==> src/rtl/addr_map_pkg.sv <==
package addr_map_pkg;

    localparam int ADDR_W   = 16;
    localparam int NREG     = 8;
    localparam int OFF_W    = 15;

    localparam int BOOT_OFF_W = 8;
    localparam int ROM_OFF_W  = 15;
    localparam int BANK_OFF_W = 13;
    localparam int SPR_OFF_W  = 8;
    localparam int IO_OFF_W   = 7;
    localparam int HRAM_OFF_W = 7;

    localparam logic [ADDR_W-1:0] BOOT_LIMIT = 16'h0100;
    localparam logic [ADDR_W-1:0] VRAM_BASE  = 16'h8000;
    localparam logic [ADDR_W-1:0] XRAM_BASE  = 16'hA000;
    localparam logic [ADDR_W-1:0] WRAM_BASE  = 16'hC000;
    localparam logic [ADDR_W-1:0] SPR_BASE   = 16'hFE00;
    localparam logic [ADDR_W-1:0] IO_BASE    = 16'hFF00;
    localparam logic [ADDR_W-1:0] HRAM_BASE  = 16'hFF80;

    typedef enum logic [2:0] {
        RG_BOOT = 3'd0,
        RG_ROM  = 3'd1,
        RG_VRAM = 3'd2,
        RG_XRAM = 3'd3,
        RG_WRAM = 3'd4,
        RG_SPR  = 3'd5,
        RG_IO   = 3'd6,
        RG_HRAM = 3'd7
    } region_e;

    // regions that never accept a write
    localparam logic [NREG-1:0] WR_BLOCK = 8'b0000_0011;

endpackage

==> src/rtl/addr_region_decode.sv <==
module addr_region_decode
    import addr_map_pkg::*;
(
    input  logic [ADDR_W-1:0] addr,
    input  logic              overlay_on,
    output region_e           region,
    output logic [NREG-1:0]   sel
);

    always_comb begin
        if (overlay_on && (addr < BOOT_LIMIT)) begin
            region = RG_BOOT;
        end else if (addr < VRAM_BASE) begin
            region = RG_ROM;
        end else if (addr < XRAM_BASE) begin
            region = RG_VRAM;
        end else if (addr < WRAM_BASE) begin
            region = RG_XRAM;
        end else if (addr < SPR_BASE) begin
            region = RG_WRAM;   // home window and mirror
        end else if (addr < IO_BASE) begin
            region = RG_SPR;
        end else if (addr < HRAM_BASE) begin
            region = RG_IO;
        end else begin
            region = RG_HRAM;
        end
    end

    for (genvar g = 0; g < NREG; g++) begin : g_sel
        assign sel[g] = (region == region_e'(g));
    end

endmodule

==> src/rtl/addr_offset_gen.sv <==
module addr_offset_gen
    import addr_map_pkg::*;
(
    input  logic [OFF_W-1:0] addr_lo,
    input  region_e          region,
    output logic [OFF_W-1:0] off
);

    always_comb begin
        off = '0;
        unique case (region)
            RG_BOOT: off[BOOT_OFF_W-1:0] = addr_lo[BOOT_OFF_W-1:0];
            RG_ROM:  off[ROM_OFF_W-1:0]  = addr_lo[ROM_OFF_W-1:0];
            RG_VRAM,
            RG_XRAM,
            RG_WRAM: off[BANK_OFF_W-1:0] = addr_lo[BANK_OFF_W-1:0];
            RG_SPR:  off[SPR_OFF_W-1:0]  = addr_lo[SPR_OFF_W-1:0];
            RG_IO:   off[IO_OFF_W-1:0]   = addr_lo[IO_OFF_W-1:0];
            RG_HRAM: off[HRAM_OFF_W-1:0] = addr_lo[HRAM_OFF_W-1:0];
            default: off = '0;
        endcase
    end

endmodule

==> src/rtl/addr_read_mux.sv <==
module addr_read_mux
    import addr_map_pkg::*;
#(
    parameter int DATA_W = 8
) (
    input  logic              clk,
    input  logic              rst,
    input  logic              rd,
    input  region_e           region,
    input  logic [DATA_W-1:0] boot_rdata,
    input  logic [DATA_W-1:0] rom_rdata,
    input  logic [DATA_W-1:0] vram_rdata,
    input  logic [DATA_W-1:0] xram_rdata,
    input  logic [DATA_W-1:0] wram_rdata,
    input  logic [DATA_W-1:0] hram_rdata,
    output logic [DATA_W-1:0] rdata,
    output logic              rvalid
);

    typedef struct packed {
        logic [DATA_W-1:0] data;
        logic              valid;
    } rd_state_t;

    rd_state_t st_d, st_q;
    logic [DATA_W-1:0] pick;

    always_comb begin
        unique case (region)
            RG_BOOT: pick = boot_rdata;
            RG_ROM:  pick = rom_rdata;
            RG_VRAM: pick = vram_rdata;
            RG_XRAM: pick = xram_rdata;
            RG_WRAM: pick = wram_rdata;
            RG_HRAM: pick = hram_rdata;
            default: pick = '0;        // sprite and I/O windows
        endcase

        st_d       = st_q;
        st_d.valid = rd;
        if (rd) begin
            st_d.data = pick;
        end
    end

    always_ff @(posedge clk) begin
        if (rst) begin
            st_q <= '0;
        end else begin
            st_q <= st_d;
        end
    end

    assign rdata  = st_q.data;
    assign rvalid = st_q.valid;

endmodule

==> src/rtl/addr_map_decoder.sv <==
module addr_map_decoder
    import addr_map_pkg::*;
#(
    parameter int DATA_W = 8
) (
    input  logic              clk,
    input  logic              rst,
    input  logic              boot_off,
    input  logic [15:0]       cpu_addr,
    input  logic              cpu_rd,
    input  logic              cpu_wr,
    input  logic [DATA_W-1:0] boot_rdata,
    input  logic [DATA_W-1:0] rom_rdata,
    input  logic [DATA_W-1:0] vram_rdata,
    input  logic [DATA_W-1:0] xram_rdata,
    input  logic [DATA_W-1:0] wram_rdata,
    input  logic [DATA_W-1:0] hram_rdata,
    output logic [7:0]        region_sel,
    output logic [7:0]        region_wr,
    output logic [14:0]       region_off,
    output logic              boot_active,
    output logic [DATA_W-1:0] cpu_rdata,
    output logic              cpu_rvalid
);

    typedef struct packed {
        logic overlay;
    } ctl_state_t;

    ctl_state_t ctl_d, ctl_q;
    region_e    region;
    logic [NREG-1:0] sel;

    always_comb begin
        ctl_d = ctl_q;
        if (boot_off) begin
            ctl_d.overlay = 1'b0;  // sticky until reset
        end
    end

    always_ff @(posedge clk) begin
        if (rst) begin
            ctl_q.overlay <= 1'b1;
        end else begin
            ctl_q <= ctl_d;
        end
    end

    addr_region_decode u_decode (
        .addr       (cpu_addr),
        .overlay_on (ctl_q.overlay),
        .region     (region),
        .sel        (sel)
    );

    addr_offset_gen u_offset (
        .addr_lo (cpu_addr[OFF_W-1:0]),
        .region  (region),
        .off     (region_off)
    );

    addr_read_mux #(.DATA_W(DATA_W)) u_rmux (
        .clk        (clk),
        .rst        (rst),
        .rd         (cpu_rd),
        .region     (region),
        .boot_rdata (boot_rdata),
        .rom_rdata  (rom_rdata),
        .vram_rdata (vram_rdata),
        .xram_rdata (xram_rdata),
        .wram_rdata (wram_rdata),
        .hram_rdata (hram_rdata),
        .rdata      (cpu_rdata),
        .rvalid     (cpu_rvalid)
    );

    always_comb begin
        region_sel = sel;
        region_wr  = cpu_wr ? (sel & ~WR_BLOCK) : '0;
    end

    assign boot_active = ctl_q.overlay;

endmodule

==> config.mk <==
export PLATFORM = sky130hd
export DESIGN_NAME = addr_map_decoder
export DESIGN_NICKNAME = d
export VERILOG_FILES = /design/src/rtl/addr_map_pkg.sv /design/src/rtl/addr_region_decode.sv /design/src/rtl/addr_offset_gen.sv /design/src/rtl/addr_read_mux.sv /design/src/rtl/addr_map_decoder.sv
export SDC_FILE = /design/constraint.sdc
export NUM_CORES = 1
export LEC_CHECK = 0
export ABC_CLOCK_PERIOD_IN_PS = 4059
export BUFFER_PORTS_ARGS = -buffer_cell sky130_fd_sc_hd__buf_4
export CAP_MARGIN = 20
export CORE_ASPECT_RATIO = 1.5
export CORE_UTILIZATION = 39
export CTS_CLUSTER_SIZE = 40
export DETAILED_ROUTE_END_ITERATION = 8
export GPL_ROUTABILITY_DRIVEN = 0
export PLACE_DENSITY = 0.84
export SLEW_MARGIN = 15
export SYNTH_ARGS = -nofsm -noshare
export SYNTH_HDL_FRONTEND = slang
export SYNTH_SLANG_ARGS = --single-unit
==> constraint.sdc <==
create_clock -name clk -period 4.06 [get_ports clk]
set_input_delay 0.609 -clock clk [delete_from_list [all_inputs] [get_ports clk]]
set_output_delay 0.609 -clock clk [all_outputs]
set_load 0.02 [all_outputs]
-- Word level (Yosys, flattened, before mapping)
Cells that the tools add are included.
- reduce and logical (&&, ||, !) cells: 5
- bitwise gates (word level): 0
- $lt $le $gt $ge: 7
- multiply operators: 0
- divide/modulo/power cells: 0
- shifts and indexed selects: 0
- equal/unequal tests: 7
- add/subtract/negate cells: 0
- muxes and demuxes: 13
- operator list (cell ; count):
    16-bit less-than comparator, second input constant ; 6
    8-bit case mux with 6 select lines ; 1
    3-bit two-way mux ; 6
    16-bit by 9-bit less-than comparator with 1-bit output, second input constant ; 1
    3-bit equality test, second input constant ; 4
    8-bit two-way mux ; 1
    8-bit OR reduction ; 1
    7-bit two-way mux ; 1
    3-bit by 2-bit equality test with 1-bit output, second input constant ; 2
    6-bit OR reduction ; 1
    5-bit two-way mux ; 1
    4-bit OR reduction ; 1
    3-bit by 1-bit equality test with 1-bit output, second input constant ; 1
    3-bit logical NOT ; 1
    1-bit two-way mux ; 2
    2-bit two-way mux ; 1
    1-bit logical AND ; 1
- bits in latches: 0
- memories: 0
- memory bits (writable): 0
- register bits: 10
- output and inout port bits: 41
- bits in read-only memories: 0
- logic and storage cells: 35
- input port bits: 69

-- Logic depth before layout (Yosys ltp)
- word-level depth: 11
- depth in mapped cells: 5
- depth with buffers taken out: 4

-- Hierarchy
Synthesis repeated with hierarchy kept, for this count alone.
- cell total of the unflattened synthesis: 139
- area, all modules: 1102.3 µm²
- by module, submodules not included (module ; cells an instance ; instances ; area an instance (µm²)):
    addr_read_mux ; 88 ; 1 ; 739.5
    addr_region_decode ; 22 ; 1 ; 142.6
    addr_offset_gen ; 17 ; 1 ; 132.6
    addr_map_decoder ; 12 ; 1 ; 87.6

-- Worst setup path before layout
OpenSTA, ideal clock, no wires.
- kind: in2out
- start point: input port cpu_addr[13]
- end point: output port region_off[10]
- stages: 5
- required time: 3.451 ns
- arrival time: 1.718 ns
- setup slack: 1.733 ns
- cell sequence: nor4_1 -> nand4_1 -> buf_2 -> inv_1 -> nor3b_1
- cells in the longest elaborated chain, start to end: 11
- ends and longest elaborated chain (what ; RTL line ; text):
    start: declaration ; addr_map_decoder.sv:9 ; input logic [15:0] cpu_addr,
    16-bit less-than comparator ; addr_region_decode.sv:23 ; end else if (addr < HRAM_BASE) begin
    1-bit two-way mux ; addr_region_decode.sv:23 ;
    3-bit two-way mux ; addr_region_decode.sv:21 ; end else if (addr < IO_BASE) begin
    3-bit two-way mux ; addr_region_decode.sv:19 ; end else if (addr < SPR_BASE) begin
    3-bit two-way mux ; addr_region_decode.sv:17 ; end else if (addr < WRAM_BASE) begin
    3-bit two-way mux ; addr_region_decode.sv:15 ; end else if (addr < XRAM_BASE) begin
    3-bit two-way mux ; addr_region_decode.sv:13 ; end else if (addr < VRAM_BASE) begin
    3-bit two-way mux (*) ; addr_region_decode.sv:11 ; if (overlay_on && (addr < BOOT_LIMIT)) begin
    3-bit by 1-bit equality test with 1-bit output (tied with other cells) ; addr_offset_gen.sv:11 ; unique case (region)
    4-bit OR reduction (no line) (*) ; -- ;
    5-bit two-way mux (*) ; addr_offset_gen.sv:11 ;
    end: declaration ; addr_map_decoder.sv:20 ; output logic [14:0] region_off,
Mark *: on every way between the ends. The rest lies on a longest branch, timed or not.

-- Worst setup path after layout
- start point: input port cpu_addr[13]
- end point: output port region_wr[2]
- cells in the longest elaborated chain, start to end: 10
- ends and longest elaborated chain (what ; RTL line ; text):
    16-bit less-than comparator ; addr_region_decode.sv:23 ;
    1-bit two-way mux ; addr_region_decode.sv:23 ;
    3-bit two-way mux ; addr_region_decode.sv:21 ;
    3-bit two-way mux ; addr_region_decode.sv:19 ;
    3-bit two-way mux ; addr_region_decode.sv:17 ;
    3-bit two-way mux ; addr_region_decode.sv:15 ;
    3-bit two-way mux ; addr_region_decode.sv:13 ;
    3-bit two-way mux (*) ; addr_region_decode.sv:11 ;
    3-bit by 2-bit equality test with 1-bit output (*) ; addr_region_decode.sv:31 ; assign sel[g] = (region == region_e'(g));
    8-bit two-way mux (*) ; addr_map_decoder.sv:79 ; region_wr = cpu_wr ? (sel & ~WR_BLOCK) : '0;
    end: declaration ; addr_map_decoder.sv:19 ; output logic [7:0] region_wr,
Marks and branches as above.

==> out/results.ini <==
[status]
outcome = finished clean

[final_layout]
layout-drive-gt1-share_pct = 50.4
areaGrowthSynthToFinish_pct = 62.7
antenna_cells = 0
fin_nets = 294

[yosys]
yosys.area.top_type = dfxtp_1
ys_async_sr_fraction_pct = 0
synth_top_family_by_area = simple AND/OR/NAND/NOR gates
synthCells = 139
yosysSeqAreaShare_pct = 17.6
muxShareOfSynthArea_pct = 17.2
synth_seq_cells = 10
yosysTopAreaCellShare_pct = 17.6
yosys-top-cells-area = dfxtp_1, and2_1, mux2_4, a221o_1, mux2i_1
synth-xor-area-share_pct = 0
synth_cell_types = 33
synth-compound-area-share_pct = 21.5
synthSimpleGateAreaFrac_pct = 33.9
netlist_area_mm2 = 0.00114
synth_top_flop_cell = dfxtp_1
ys_warn_count = 0
synth.avg_cell_area_um2 = 8.20
synth_edf_count = 0
synth_fa_ha_area_share_pct = 0

[timing]
rsz0062_at_grt = false
relSlewSlack_pct = 51.5
finalSetupViolCount = 0
fin_tns_setup_ps = 0
skew_ps = 4.56
worstMarginPinSlew_ps = 725
period_share_pct = 72.0
hold_viol_final = 0
slew_viol_final = 0
setup_slack_ps = 1140
final.min_clock_period_ps = 2920
fmax_ghz = 0.342

[floorplanning]
rows = 23
die_w_um = 46.1
initial_core_util_pct = 41.7
die_h_um = 68.2
coreArea_mm2 = 0.00273
dieArea_mm2 = 0.00315
ios = 110

[drt]
drt-total-wl_um = 3740
first_pass_iters = 4
drt-initial-drc-count = 36
wire_per_inst_um = 14.3
vias_per_cell = 5.33
final_antenna_net_count = 0
vias = 1392
drcViolationCount = 0

[global_routing]
gr-usage-all-layers_pct = 24.0
grt_pass1_wl_um = 5490
antenna_found_initial = 0
grt_remaining_overflow = 0
grt_start_max_net_pins = 18
grt_pass1_vias = 1230

[clock_tree]
clock_latency_ps = 240
numCtsBuffers = 3
ctsResizeCount = 0
htreeDepth = 1
clockBufferDepth = 2
cts_setup_buffers = 0
hold_buffers = 0
cts.sinks = 10
root_buffer = clkbuf_8
clk_pin_slew_worst_paths_ps = 50
cts_tree = done

[power]
power.density_mw_per_mm2 = 208
p_comb_share_pct = 39.8
swShare_pct = 28.6
ir_drop_mv = 0.229
p_leak_nw = 0.976
p_switching_w = 0.000110
power_frac_clock_pct = 32.4
seqPwrFrac_pct = 27.8
p_int_w = 0.000276

[setup_path]
critical-path-slowest-cell = nand4_1
crit_type = input port to output pin
worstPathCellList = buf_4 > nor4_1 > nand4_1 > o21ai_2 > and3_1 > buf_4
cp-end-kind = output pin
reg2reg_slack_ps = 2390
cp-start-kind = input port
r2r-start = boot_active$_SDFFE_PP1P_
cpMostUsedCell = buf_4
crit_path_max_incr_delay_ps = 600
startpoint = cpu_addr[13]
arrival_ps = 2310
worstPathMaxFanout = 14
worstPathRequired_ps = 3450

[placed_design]
io_buffers = 93
pre_cts_ws_ps = 1160
dp_hpwl_um = 2970

[worst_hold_path]
hp-class = flop to flop
worstHoldStart = boot_active$_SDFFE_PP1P_

[run]
drv_cap = 0

sequential cells by signal, indices dropped and copies added (netlist names):
signal,cells
u_rmux.rdata,8
boot_active,1
u_rmux.rvalid,1
cells by family after synthesis:
| logic type | after synthesis |
|---|---|
| and+or+nand+nor | 66 |
| buffers and inverters | 17 |
| AOI/OAI and AO/OA | 29 |
| muxes | 16 |
| other | 1 |
| DFF | 10 |
final timing paths:
kind | end | cells past startpoint
setup / recovery | region_wr[2] | 6
hold / removal | boot_active$_SDFFE_PP1P_ | 1
hold reg to reg | boot_active$_SDFFE_PP1P_ | 1
setup reg to reg | u_rmux.rdata[4]$_SDFFE_PP0P_ | 3
worst max-delay path: cells and delay by family:
kind	cells	cell delay (ps)
simple gates	3	1050
buf+inv	2	320
compound gates	1	330
power groups by stage:
| stage | registers [W] | logic (W) | clock network [W] |
|---|---|---|---|
| global placement | 0.000109 | 0.000152 | 0 |
| floorplan | 0.000116 | 0.0000766 | 0 |
| finish | 0.000107 | 0.000154 | 0.000125 |
| global route | 0.000108 | 0.000165 | 0.000137 |
| CTS | 0.000107 | 0.000154 | 0.000128 |
| detailed placement | 0.000109 | 0.000153 | 0 |
synthesized netlist by cell type, types with 3 or more instances:
| master | count |
|---|---|
| a21oi_1 | 8 |
| nand2b_1 | 8 |
| mux2i_1 | 8 |
| mux2_4 | 7 |
| nor3b_1 | 3 |
| buf_4 | 9 |
| and2_1 | 19 |
| a221o_1 | 8 |
| nor2b_1 | 8 |
| dfxtp_1 | 10 |
| nand3_1 | 3 |
| nand2_1 | 3 |
| nand4_1 | 3 |
| o32a_1 | 8 |
| inv_1 | 3 |
| nor2_1 | 10 |
layout by cell type, fill, tap and decap left out:
cell and n:
a21boi_1 1, a21o_1 1, a21oi_1 8, a21oi_4 1
a221o_1 8, and2_1 19, and2_2 1, and3_1 2
and3_2 2, buf_4 94, clkbuf_8 4, conb_1 2
dfxtp_1 10, inv_1 3, mux2_2 1, mux2_4 7
mux2i_1 8, nand2_1 3, nand2b_1 8, nand3_1 3
nand4_1 3, nor2_1 10, nor2_2 1, nor2b_1 8
nor3_1 1, nor3_2 1, nor3b_1 3, nor4_1 1
o21ai_1 1, o21ai_2 1, o32a_1 8
layout make-up:
class | instances | area [µm²]
fill | 245 | 880
multi-input combinational | 113 | 836
timing repair buffer | 94 | 706
sequential | 10 | 200
clock buffer | 4 | 55.1
tap | 37 | 46.3
inverter | 3 | 11.3
through the flow:
stage / utilization (%) / power [W] / hold slack, ps / instance area, µm² / cells
3_5_place_dp: 65.8 / 0.000262 / 494 / 1800 / 257
5_1_grt: 67.8 / 0.000409 / 531 / 1850 / 261
6_report: 67.8 / 0.000386 / 499 / 1850 / 261
3_3_place_gp: 65.8 / 0.000261 / 497 / 1800 / 257
4_1_cts: 67.8 / 0.000389 / 504 / 1850 / 261
2_1_floorplan: - / 0.000193 / 584 / 1140 / 140
layer usage:
layer  GRT usage, %  up-vias  wire length, µm
li1               -      666                -
met1           25.4      641             1430
met2           45.8       73             1960
met3           2.37       12              276
met4           9.93        0               75
met5              0        -                0
No activity file was read; power rests on OpenSTA's default activity.
